<file path="config.mk">
export PLATFORM = sky130hd
export DESIGN_NAME = kbd_irq_ctrl
export DESIGN_NICKNAME = d
export VERILOG_FILES = /design/src/rtl/kbd_irq_pkg.sv /design/src/rtl/kbd_sync.sv /design/src/rtl/kbd_pin_detect.sv /design/src/rtl/kbd_regs.sv /design/src/rtl/kbd_irq_ctrl.sv
export SDC_FILE = /design/constraint.sdc
export NUM_CORES = 1
export LEC_CHECK = 0
export ABC_AREA = 0
export ABC_CLOCK_PERIOD_IN_PS = 2080
export BUFFER_PORTS_ARGS = -buffer_cell sky130_fd_sc_hd__buf_2
export CORE_ASPECT_RATIO = 1.2
export CORE_MARGIN = 2
export CORE_UTILIZATION = 63
export CTS_BUF_LIST = sky130_fd_sc_hd__clkbuf_8
export DETAILED_ROUTE_END_ITERATION = 6
export GPL_TIMING_DRIVEN = 0
export PLACE_DENSITY = 0.82
export SYNTH_ARGS = -nofsm -noshare
export SYNTH_HDL_FRONTEND = slang
export SYNTH_SLANG_ARGS = --single-unit
</file>
<file path="constraint.sdc">
create_clock -name clk -period 2.08 [get_ports clk]
set_input_delay 0.208 -clock clk [delete_from_list [all_inputs] [get_ports clk]]
set_output_delay 0.208 -clock clk [all_outputs]
set_load 0.02 [all_outputs]
</file>
<file path="src/rtl/kbd_irq_pkg.sv">
package kbd_irq_pkg;

    localparam int NUM_KEYS = 8;
    localparam int DATA_W   = 8;
    localparam int ADDR_W   = 3;

    typedef enum logic [ADDR_W-1:0] {
        REG_LEVEL = 3'd0,
        REG_MASK  = 3'd1,
        REG_FLAG  = 3'd2,
        REG_CTRL  = 3'd3,
        REG_HOLD  = 3'd4
    } reg_addr_e;

    typedef struct packed {
        logic [NUM_KEYS-1:0] level;
        logic [NUM_KEYS-1:0] mask;
        logic                gie;
    } kbd_cfg_t;

    localparam kbd_cfg_t CFG_RESET = '{level: '1, mask: '0, gie: 1'b0};

    // A pin is active when it equals its selected level bit.
    function automatic logic [NUM_KEYS-1:0] active_pins(
        input logic [NUM_KEYS-1:0] pins,
        input logic [NUM_KEYS-1:0] level
    );
        return ~(pins ^ level);
    endfunction

    function automatic logic is_write_to(
        input logic              we,
        input logic [ADDR_W-1:0] a,
        input reg_addr_e         target
    );
        return we && (a == target);
    endfunction

endpackage

</file>
<file path="src/rtl/kbd_sync.sv">
module kbd_sync #(
    parameter int WIDTH  = 8,
    parameter int STAGES = 2
) (
    input  logic             clk,
    input  logic             rst,
    input  logic [WIDTH-1:0] d,
    output logic [WIDTH-1:0] q
);
    logic [WIDTH-1:0] stage_q [STAGES];

    always_ff @(posedge clk) begin
        if (rst) begin
            for (int s = 0; s < STAGES; s++) begin
                stage_q[s] <= '0;
            end
        end else begin
            stage_q[0] <= d;
            for (int s = 1; s < STAGES; s++) begin
                stage_q[s] <= stage_q[s-1];
            end
        end
    end

    assign q = stage_q[STAGES-1];
endmodule

</file>
<file path="src/rtl/kbd_pin_detect.sv">
module kbd_pin_detect #(
    parameter int HOLD_W = 8
) (
    input  logic              clk,
    input  logic              rst,
    input  logic              active,
    input  logic              clr,
    input  logic [HOLD_W-1:0] reload,
    output logic              flag,
    output logic              busy
);
    logic [HOLD_W-1:0] cnt_q;
    logic              set_now;

    assign busy    = (cnt_q != '0);
    assign set_now = active && !busy && !flag && !clr;

    always_ff @(posedge clk) begin
        if (rst) begin
            flag  <= 1'b0;
            cnt_q <= '0;
        end else begin
            if (clr) begin
                flag <= 1'b0;
            end else if (set_now) begin
                flag <= 1'b1;
            end

            if (set_now) begin
                cnt_q <= reload;
            end else if (busy) begin
                cnt_q <= cnt_q - HOLD_W'(1);
            end
        end
    end
endmodule

</file>
<file path="src/rtl/kbd_regs.sv">
module kbd_regs
    import kbd_irq_pkg::*;
#(
    parameter int HOLD_W = 8
) (
    input  logic                clk,
    input  logic                rst,
    input  logic [ADDR_W-1:0]   addr,
    input  logic                wr_en,
    input  logic [DATA_W-1:0]   wr_data,
    input  logic [NUM_KEYS-1:0] flags,
    output kbd_cfg_t            cfg,
    output logic [HOLD_W-1:0]   reload,
    output logic [NUM_KEYS-1:0] clr_vec,
    output logic [DATA_W-1:0]   rd_data
);
    always_ff @(posedge clk) begin
        if (rst) begin
            cfg    <= CFG_RESET;
            reload <= '0;
        end else if (wr_en) begin
            case (addr)
                REG_LEVEL: cfg.level <= wr_data[NUM_KEYS-1:0];
                REG_MASK:  cfg.mask  <= wr_data[NUM_KEYS-1:0];
                REG_CTRL:  cfg.gie   <= wr_data[0];
                REG_HOLD:  reload    <= wr_data[HOLD_W-1:0];
                default:   ;
            endcase
        end
    end

    assign clr_vec = is_write_to(wr_en, addr, REG_FLAG) ? wr_data[NUM_KEYS-1:0] : '0;

    always_comb begin
        case (addr)
            REG_LEVEL: rd_data = DATA_W'(cfg.level);
            REG_MASK:  rd_data = DATA_W'(cfg.mask);
            REG_FLAG:  rd_data = DATA_W'(flags);
            REG_CTRL:  rd_data = DATA_W'(cfg.gie);
            REG_HOLD:  rd_data = DATA_W'(reload);
            default:   rd_data = '0;
        endcase
    end
endmodule

</file>
<file path="src/rtl/kbd_irq_ctrl.sv">
module kbd_irq_ctrl
    import kbd_irq_pkg::*;
#(
    parameter int SYNC_STAGES = 2,
    parameter int HOLD_W      = 8
) (
    input  logic                clk,
    input  logic                rst,
    input  logic [NUM_KEYS-1:0] key_in,
    input  logic [ADDR_W-1:0]   addr,
    input  logic                wr_en,
    input  logic [DATA_W-1:0]   wr_data,
    output logic [DATA_W-1:0]   rd_data,
    output logic                irq_o
);
    kbd_cfg_t            cfg;
    logic [HOLD_W-1:0]   reload;
    logic [NUM_KEYS-1:0] clr_vec;
    logic [NUM_KEYS-1:0] pins_sync;
    logic [NUM_KEYS-1:0] act_vec;
    logic [NUM_KEYS-1:0] flag_vec;
    logic [NUM_KEYS-1:0] busy_vec;
    logic [NUM_KEYS-1:0] mask_vec;
    logic                gie_bit;

    kbd_sync #(.WIDTH(NUM_KEYS), .STAGES(SYNC_STAGES)) u_sync (
        .clk (clk),
        .rst (rst),
        .d   (key_in),
        .q   (pins_sync)
    );

    kbd_regs #(.HOLD_W(HOLD_W)) u_regs (
        .clk     (clk),
        .rst     (rst),
        .addr    (addr),
        .wr_en   (wr_en),
        .wr_data (wr_data),
        .flags   (flag_vec),
        .cfg     (cfg),
        .reload  (reload),
        .clr_vec (clr_vec),
        .rd_data (rd_data)
    );

    assign act_vec  = active_pins(pins_sync, cfg.level);
    assign mask_vec = cfg.mask;
    assign gie_bit  = cfg.gie;

    for (genvar i = 0; i < NUM_KEYS; i++) begin : g_pin
        kbd_pin_detect #(.HOLD_W(HOLD_W)) u_pin (
            .clk    (clk),
            .rst    (rst),
            .active (act_vec[i]),
            .clr    (clr_vec[i]),
            .reload (reload),
            .flag   (flag_vec[i]),
            .busy   (busy_vec[i])
        );
    end

    always_ff @(posedge clk) begin
        if (rst) begin
            irq_o <= 1'b0;
        end else begin
            irq_o <= gie_bit && (|(flag_vec & mask_vec));
        end
    end
endmodule

</file>
==> Word level (Yosys, flattened, before mapping) <==
Memories as Yosys holds them, arrays and structs flattened.
Index checks and enable logic that the tools add are counted.
Widths: inputs -> output; s select.
{ "totals": {"input_bits": 22, "memories": 1, "out_inout_bits": 9, "ram_bits": 16, "register_bits": 98, "elab_cells": 142} }
{ "op_classes": {"reduce_logical": 80, "addsub": 8, "eq_ne": 4, "n_mux": 23, "bitwise_logic": 5} }
{ "memory_table": {"columns": ["memory", "depth", "width", "rd", "rd_clocked_by_memory_dff", "wr", "line_no", "source"], "rows": [
  ["u_sync.stage_q", 2, 8, 2, 0, 2, "kbd_sync.sv:10", "logic [WIDTH-1:0] stage_q [STAGES];"]
]} }
{ "op_table": {"columns": ["op", "count"], "rows": [
  ["$mux 8", 19],
  ["$reduce_bool 8->1", 8],
  ["$sub 8x1->8 const B", 8],
  ["$pmux 8 s5", 1],
  ["$logic_and 1x1->1", 26],
  ["$logic_not 1->1", 24],
  ["$reduce_bool 2->1", 8],
  ["$reduce_or 2->1", 8],
  ["$and 8x8->8", 1],
  ["$not 8->8", 1],
  ["$reduce_and 2->1", 4],
  ["$reduce_or 8->1", 1],
  ["$xor 8x8->8", 1],
  ["$eq 3x2->1 const B", 2],
  ["$eq 3x1->1 const B", 1],
  ["$eq 3x3->1 const B", 1],
  ["$logic_not 3->1", 1],
  ["$mux 1", 3],
  ["$or 1x1->1", 2]
]} }

==> Logic depth before layout (Yosys ltp) <==
{ "logic_depth": {"ltp_word": 6, "mapped_depth": 7} }

==> Modules after synthesis <==
From an unflattened synthesis, not the netlist that was laid out.
{ "hier_totals": {"hier_cells": 705, "hier_area_um2": 6287.3} }
{ "modules_own_cells": {"columns": ["mod", "seq_area_each_um2", "area_each_um2", "cells_each", "n_inst"], "rows": [
  ["kbd_pin_detect", 180.2, 543.0, 64, 8],
  ["kbd_regs", 500.5, 1283.7, 137, 1],
  ["kbd_sync", 320.3, 524.3, 41, 1],
  ["kbd_irq_ctrl", 20.0, 135.1, 15, 1]
]} }

==> Least setup slack after synthesis <==
Ideal clock, no wire load.
{ "synth_path": {"path_type": "register to register", "from": "register g_pin[3].u_pin.cnt_q[0]", "to": "register g_pin[3].u_pin.cnt_q[6]", "setup_time_ns": 0.074, "t_required_ns": 2.006, "t_arrival_ns": 1.817, "path_slack_ns": 0.188, "stages_incl_launch_ff": 6, "cell_sequence": "dfxtp_1 -> inv_1 -> ha_1 -> or4b_4 -> or4b_2 -> a31oi_1"} }
{ "synth_via": {"elab_chain_len": 6, "word_cells_on_any_way": 9, "cone_classes": "add/sub (1); mux (2); reduce/logical (6)"} }
{ "synth_rtl": {"columns": ["item", "line_no", "source"], "rows": [
  ["start, declared", "kbd_pin_detect.sv:12", "logic [HOLD_W-1:0] cnt_q;"],
  ["start signal, assigned", "kbd_pin_detect.sv:30", "cnt_q <= reload;"],
  ["start signal, assigned", "kbd_pin_detect.sv:32", "cnt_q <= cnt_q - HOLD_W'(1);"],
  ["parallel branches: the longest is 6 deep, another holds $sub 8x1->8", null, null]
]} }
Several ways; the timed one is not identified. The select of a mux whose other input is x is not followed.
A chain may end at the register's enable or synchronous reset.

==> Final worst setup path <==
{ "layout_path": {"from": "register u_regs.reload[1]", "to": "output port rd_data[1]"} }
{ "layout_via": {"elab_chain_len": 1} }
{ "layout_rtl": {"columns": ["item", "line_no", "source"], "rows": [
  ["start, declared", "kbd_regs.sv:13", "output logic [HOLD_W-1:0] reload,"],
  ["start signal, assigned", "kbd_regs.sv:26", "REG_HOLD: reload <= wr_data[HOLD_W-1:0];"],
  ["$pmux 8 s5", "kbd_regs.sv:35", "case (addr)"],
  ["end, declared", "kbd_irq_ctrl.sv:13", "output logic [DATA_W-1:0] rd_data,"]
]} }
No other way between the ends.

==> summary.txt <==
Outcome
  – Status: complete, but fails checks
  – Failing checks: design-rule violations

Power
  – Ratio of total power to cell area: between 1000 and 1500 nW/um2
  – Pleak: 2.32 nW
  – Final Power: 0.00968 W
  – Peak supply drop: between 1 and 1.5 mV

Die
  – Rows: 37
  – IO Count: 31
  – Chip Height: 106 um
  – Initial Util: 0.644
  – Chip Width: 89.4 um
  – DIE AREA: 9520 um2
  – Core Footprint: 8560 um2

Placement
  – Placed cells: 770
  – GPL Wtd Cong: between 0.8 and 0.9
  – IO buf count: 29
  – Hpwl dp: 9.90 mm

Global route
  – Gr usage total: 0.338
  – Congestion Overflow GR: 0
  – Initial antenna violation count: 0
  – First-pass GRT wire length: 24.7 mm
  – Vias in the first global route: 4998
  – Largest net degree at the start of global routing: 17

STA
  – Hold Fails Final Rpt: 0
  – Max Slew Vio Count: 0
  – Unrepaired setup endpoints after global routing: no
  – Minimum clock period: just over 2 ns
  – Final period utilization: 0.979
  – Hold WS: 0.00642 ns
  – Worst Max-Slew Pin Slew: between 0.9 and 1 ns
  – Worst slew margin: 0.349
  – Final setup fails: 0
  – Setup Total Neg Slack: 0 ns
  – Fmax: about 500 MHz
  – Max Clock Skew: 0.0111 ns

Finish
  – Layout cell share with drive strength beyond 1: 0.167
  – Final nets: 711
  – Layout area overhead: 17.2%
  – N_diodes: 0
  – Final Non-Filler Cells: 810
  – Fillers: 596

Yosys
  – Adder-cell share of the synthesized area: 0.0182
  – Ys async rst share: 0
  – Post-synth EDFFs: 0
  – Syn Inst Count: 624
  – Share of the synthesized area in the top cell type: 0.414
  – Syn. warnings: 0
  – Xor and xnor fraction of the mapped netlist area: 0.0461
  – Mean post-synth cell area: 8.84 um2
  – Synth area leader: dfxtp_1
  – Synthesized net count: ~650
  – Primary FF master, synth: dfxtp_1
  – Mux cell area share after synthesis: 0.0619
  – Main combinational cell family by area after synthesis: simple AND/OR/NAND/NOR gates
  – Synth Area in Compound Gates: 0.182
  – Post-synth cell types: 48
  – Area contributors post-synth: dfxtp_1, mux2i_1, nor2b_1, nand2_1, a21oi_1
  – Post-Synthesis Cell Area: 5510 um2
  – Sequential area share after synthesis: 0.414
  – Simple-gate share of the synthesized area: 0.240
  – FF+latch count, synth: 114

Critical path
  – Crit path DAT: ~1.8 ns
  – Worst EP required: 1.87 ns
  – CP Class: flip-flop to output port
  – CP max FO: 10
  – CP Capture Type: output port
  – Worst Setup Start Kind: flip-flop

CTS
  – CTS tree: built
  – Cts bufs inserted: 17
  – Sinks on Clock Net: 114
  – Clk Latency, worst-skew pair: between 0.4 and 0.5 ns
  – Clock Path Buffers: 2
  – Reg clk slew, reported paths: 0.07 ns
  – H-Tree Depth: 4
  – Clock root buffer master: clkbuf_8

Route
  – Vias per cell: 6.28
  – Number of nets with antenna violations after routing: 0
  – DRT Pass-1 Iters: 7
  – Vias: 5090
  – Routed WL per cell: 18.5 um
  – Initial DRC Count: 693
  – Final wirelength: 15.0 mm
  – DRC: 1

Worst hold path
  – HP Class: input pin to flip-flop

Run
  – Max-Cap Viols: 0
synthesized netlist by cell type (4+ instances only):
cell type	number
xor2_1	11
xnor2_1	18
a31oi_1	14
nor2b_1	40
a22oi_1	5
nor4_1	11
a211oi_2	8
buf_2	8
ha_1	8
nand2_1	54
nand3b_1	9
o22ai_1	10
inv_1	18
dfxtp_1	114
a21oi_1	38
a211oi_1	11
or4_1	7
nand3_1	27
a211o_1	10
or3b_2	4
nor2_1	38
o31ai_1	6
nand2b_1	11
o21a_1	4
nor3b_1	6
clkbuf_1	23
nor3_1	18
mux2i_1	33
o32ai_1	18
or2_2	7
o21ai_0	14
cells in the final DEF, fill, tap and decap left out, types with 11 or more instances in the layout:
| cell type | count |
|---|---|
| nand3_1 | 27 |
| clkbuf_1 | 19 |
| inv_1 | 17 |
| a21oi_1 | 38 |
| buf_2 | 33 |
| nand2_1 | 51 |
| xor2_1 | 11 |
| xnor2_1 | 18 |
| a211oi_1 | 11 |
| o21ai_0 | 14 |
| nand2b_1 | 11 |
| dfxtp_1 | 113 |
| o32ai_1 | 18 |
| nor2b_1 | 40 |
| clkbuf_8 | 22 |
| mux2i_1 | 33 |
| nor2_1 | 38 |
| nor3_1 | 18 |
| a31oi_1 | 14 |
flip-flops by register name (all words and copies together), names as in the netlist:
| register | cells |
|---|---|
| g_pin.u_pin.flag | 8 |
| g_pin.u_pin.cnt_q | 64 |
| u_regs.cfg | 17 |
| irq_o | 1 |
| u_sync.stage_q | 16 |
| u_regs.reload | 8 |
power breakdown:
part           total (W)  internal [W]  switching (W)  leakage, nW
clock network    0.00251       0.00158       0.000938        0.237
registers        0.00329       0.00271       0.000582        0.936
logic            0.00387       0.00188        0.00199         1.15
total            0.00968       0.00616        0.00351         2.32
stage by stage:
step / setup WS (ns) / util / cell area, um2
2_1_floorplan: 0.188 / - / 5510
3_3_place_gp: 0.00770 / 0.678 / 5810
3_5_place_dp: -0.0565 / 0.678 / 5810
4_1_cts: 0.0167 / 0.742 / 6360
5_1_grt: 0.00133 / 0.754 / 6460
6_report: 0.0438 / 0.754 / 6460
area by class of cell:
class | count | area [um2] | area share
inverters | 18 | 67.6 | 0.0105
plain buffers | 31 | 145 | 0.0225
repair buffers | 41 | 253 | 0.0391
flip-flops and latches | 114 | 2280 | 0.353
well taps | 117 | 146 | 0.0227
multi-input cells | 458 | 3090 | 0.478
clock buffers | 22 | 303 | 0.0469
clock inverters | 9 | 175 | 0.0271
path summary, 6_finish.rpt:
kind	cells after the start	slack [ns]	endpoint	from
worst min register to register	1	0.43	u_sync.stage_q[0][10]	u_sync.stage_q[0][2]
worst max register to register	5	0.09	g_pin[4].u_pin.cnt_q[6]	g_pin[4].u_pin.cnt_q[0]
worst min-delay path	2	0.006	u_sync.stage_q[0][7]	key_in[7]
worst max-delay path	5	0.04	rd_data[1]	u_regs.reload[1]
worst max-delay path, cell delays in order, from the launching register on:
cell	delay (ns)
dfxtp_1	0.71
mux2i_1	0.15
nor2_1	0.13
a21oi_1	0.05
o21ai_0	0.16
buf_2	0.19
routing by layer:
metal | GRT usage | up-vias | part of all wire
met3 | 0.0807 | 58 | 0.083
met5 | 0 | - | 0
met1 | 0.420 | 2380 | 0.39
li1 | - | 2385 | -
met2 | 0.537 | 267 | 0.48
met4 | 0.173 | 0 | 0.041
repair_timing:
action,4_1_cts,5_1_grt
buffers inserted,0,5
pin swaps,0,4
hold endpoints to repair,7,0
resized for setup,3,20
gates cloned,0,0
endpoints found under the setup margin,12,47
hold buffers,7,0
kinds of logic (layout without fill, tap and decap cells):
| family | Yosys count | count (layout) |
|---|---|---|
| buf+inv | 52 | 121 |
| simple gates | 244 | 244 |
| xor+xnor | 29 | 29 |
| compound gates | 143 | 143 |
| mux | 34 | 34 |
| fa+ha+maj | 8 | 8 |
| flops | 114 | 114 |
No activity file was read; power rests on OpenSTA's default activity.
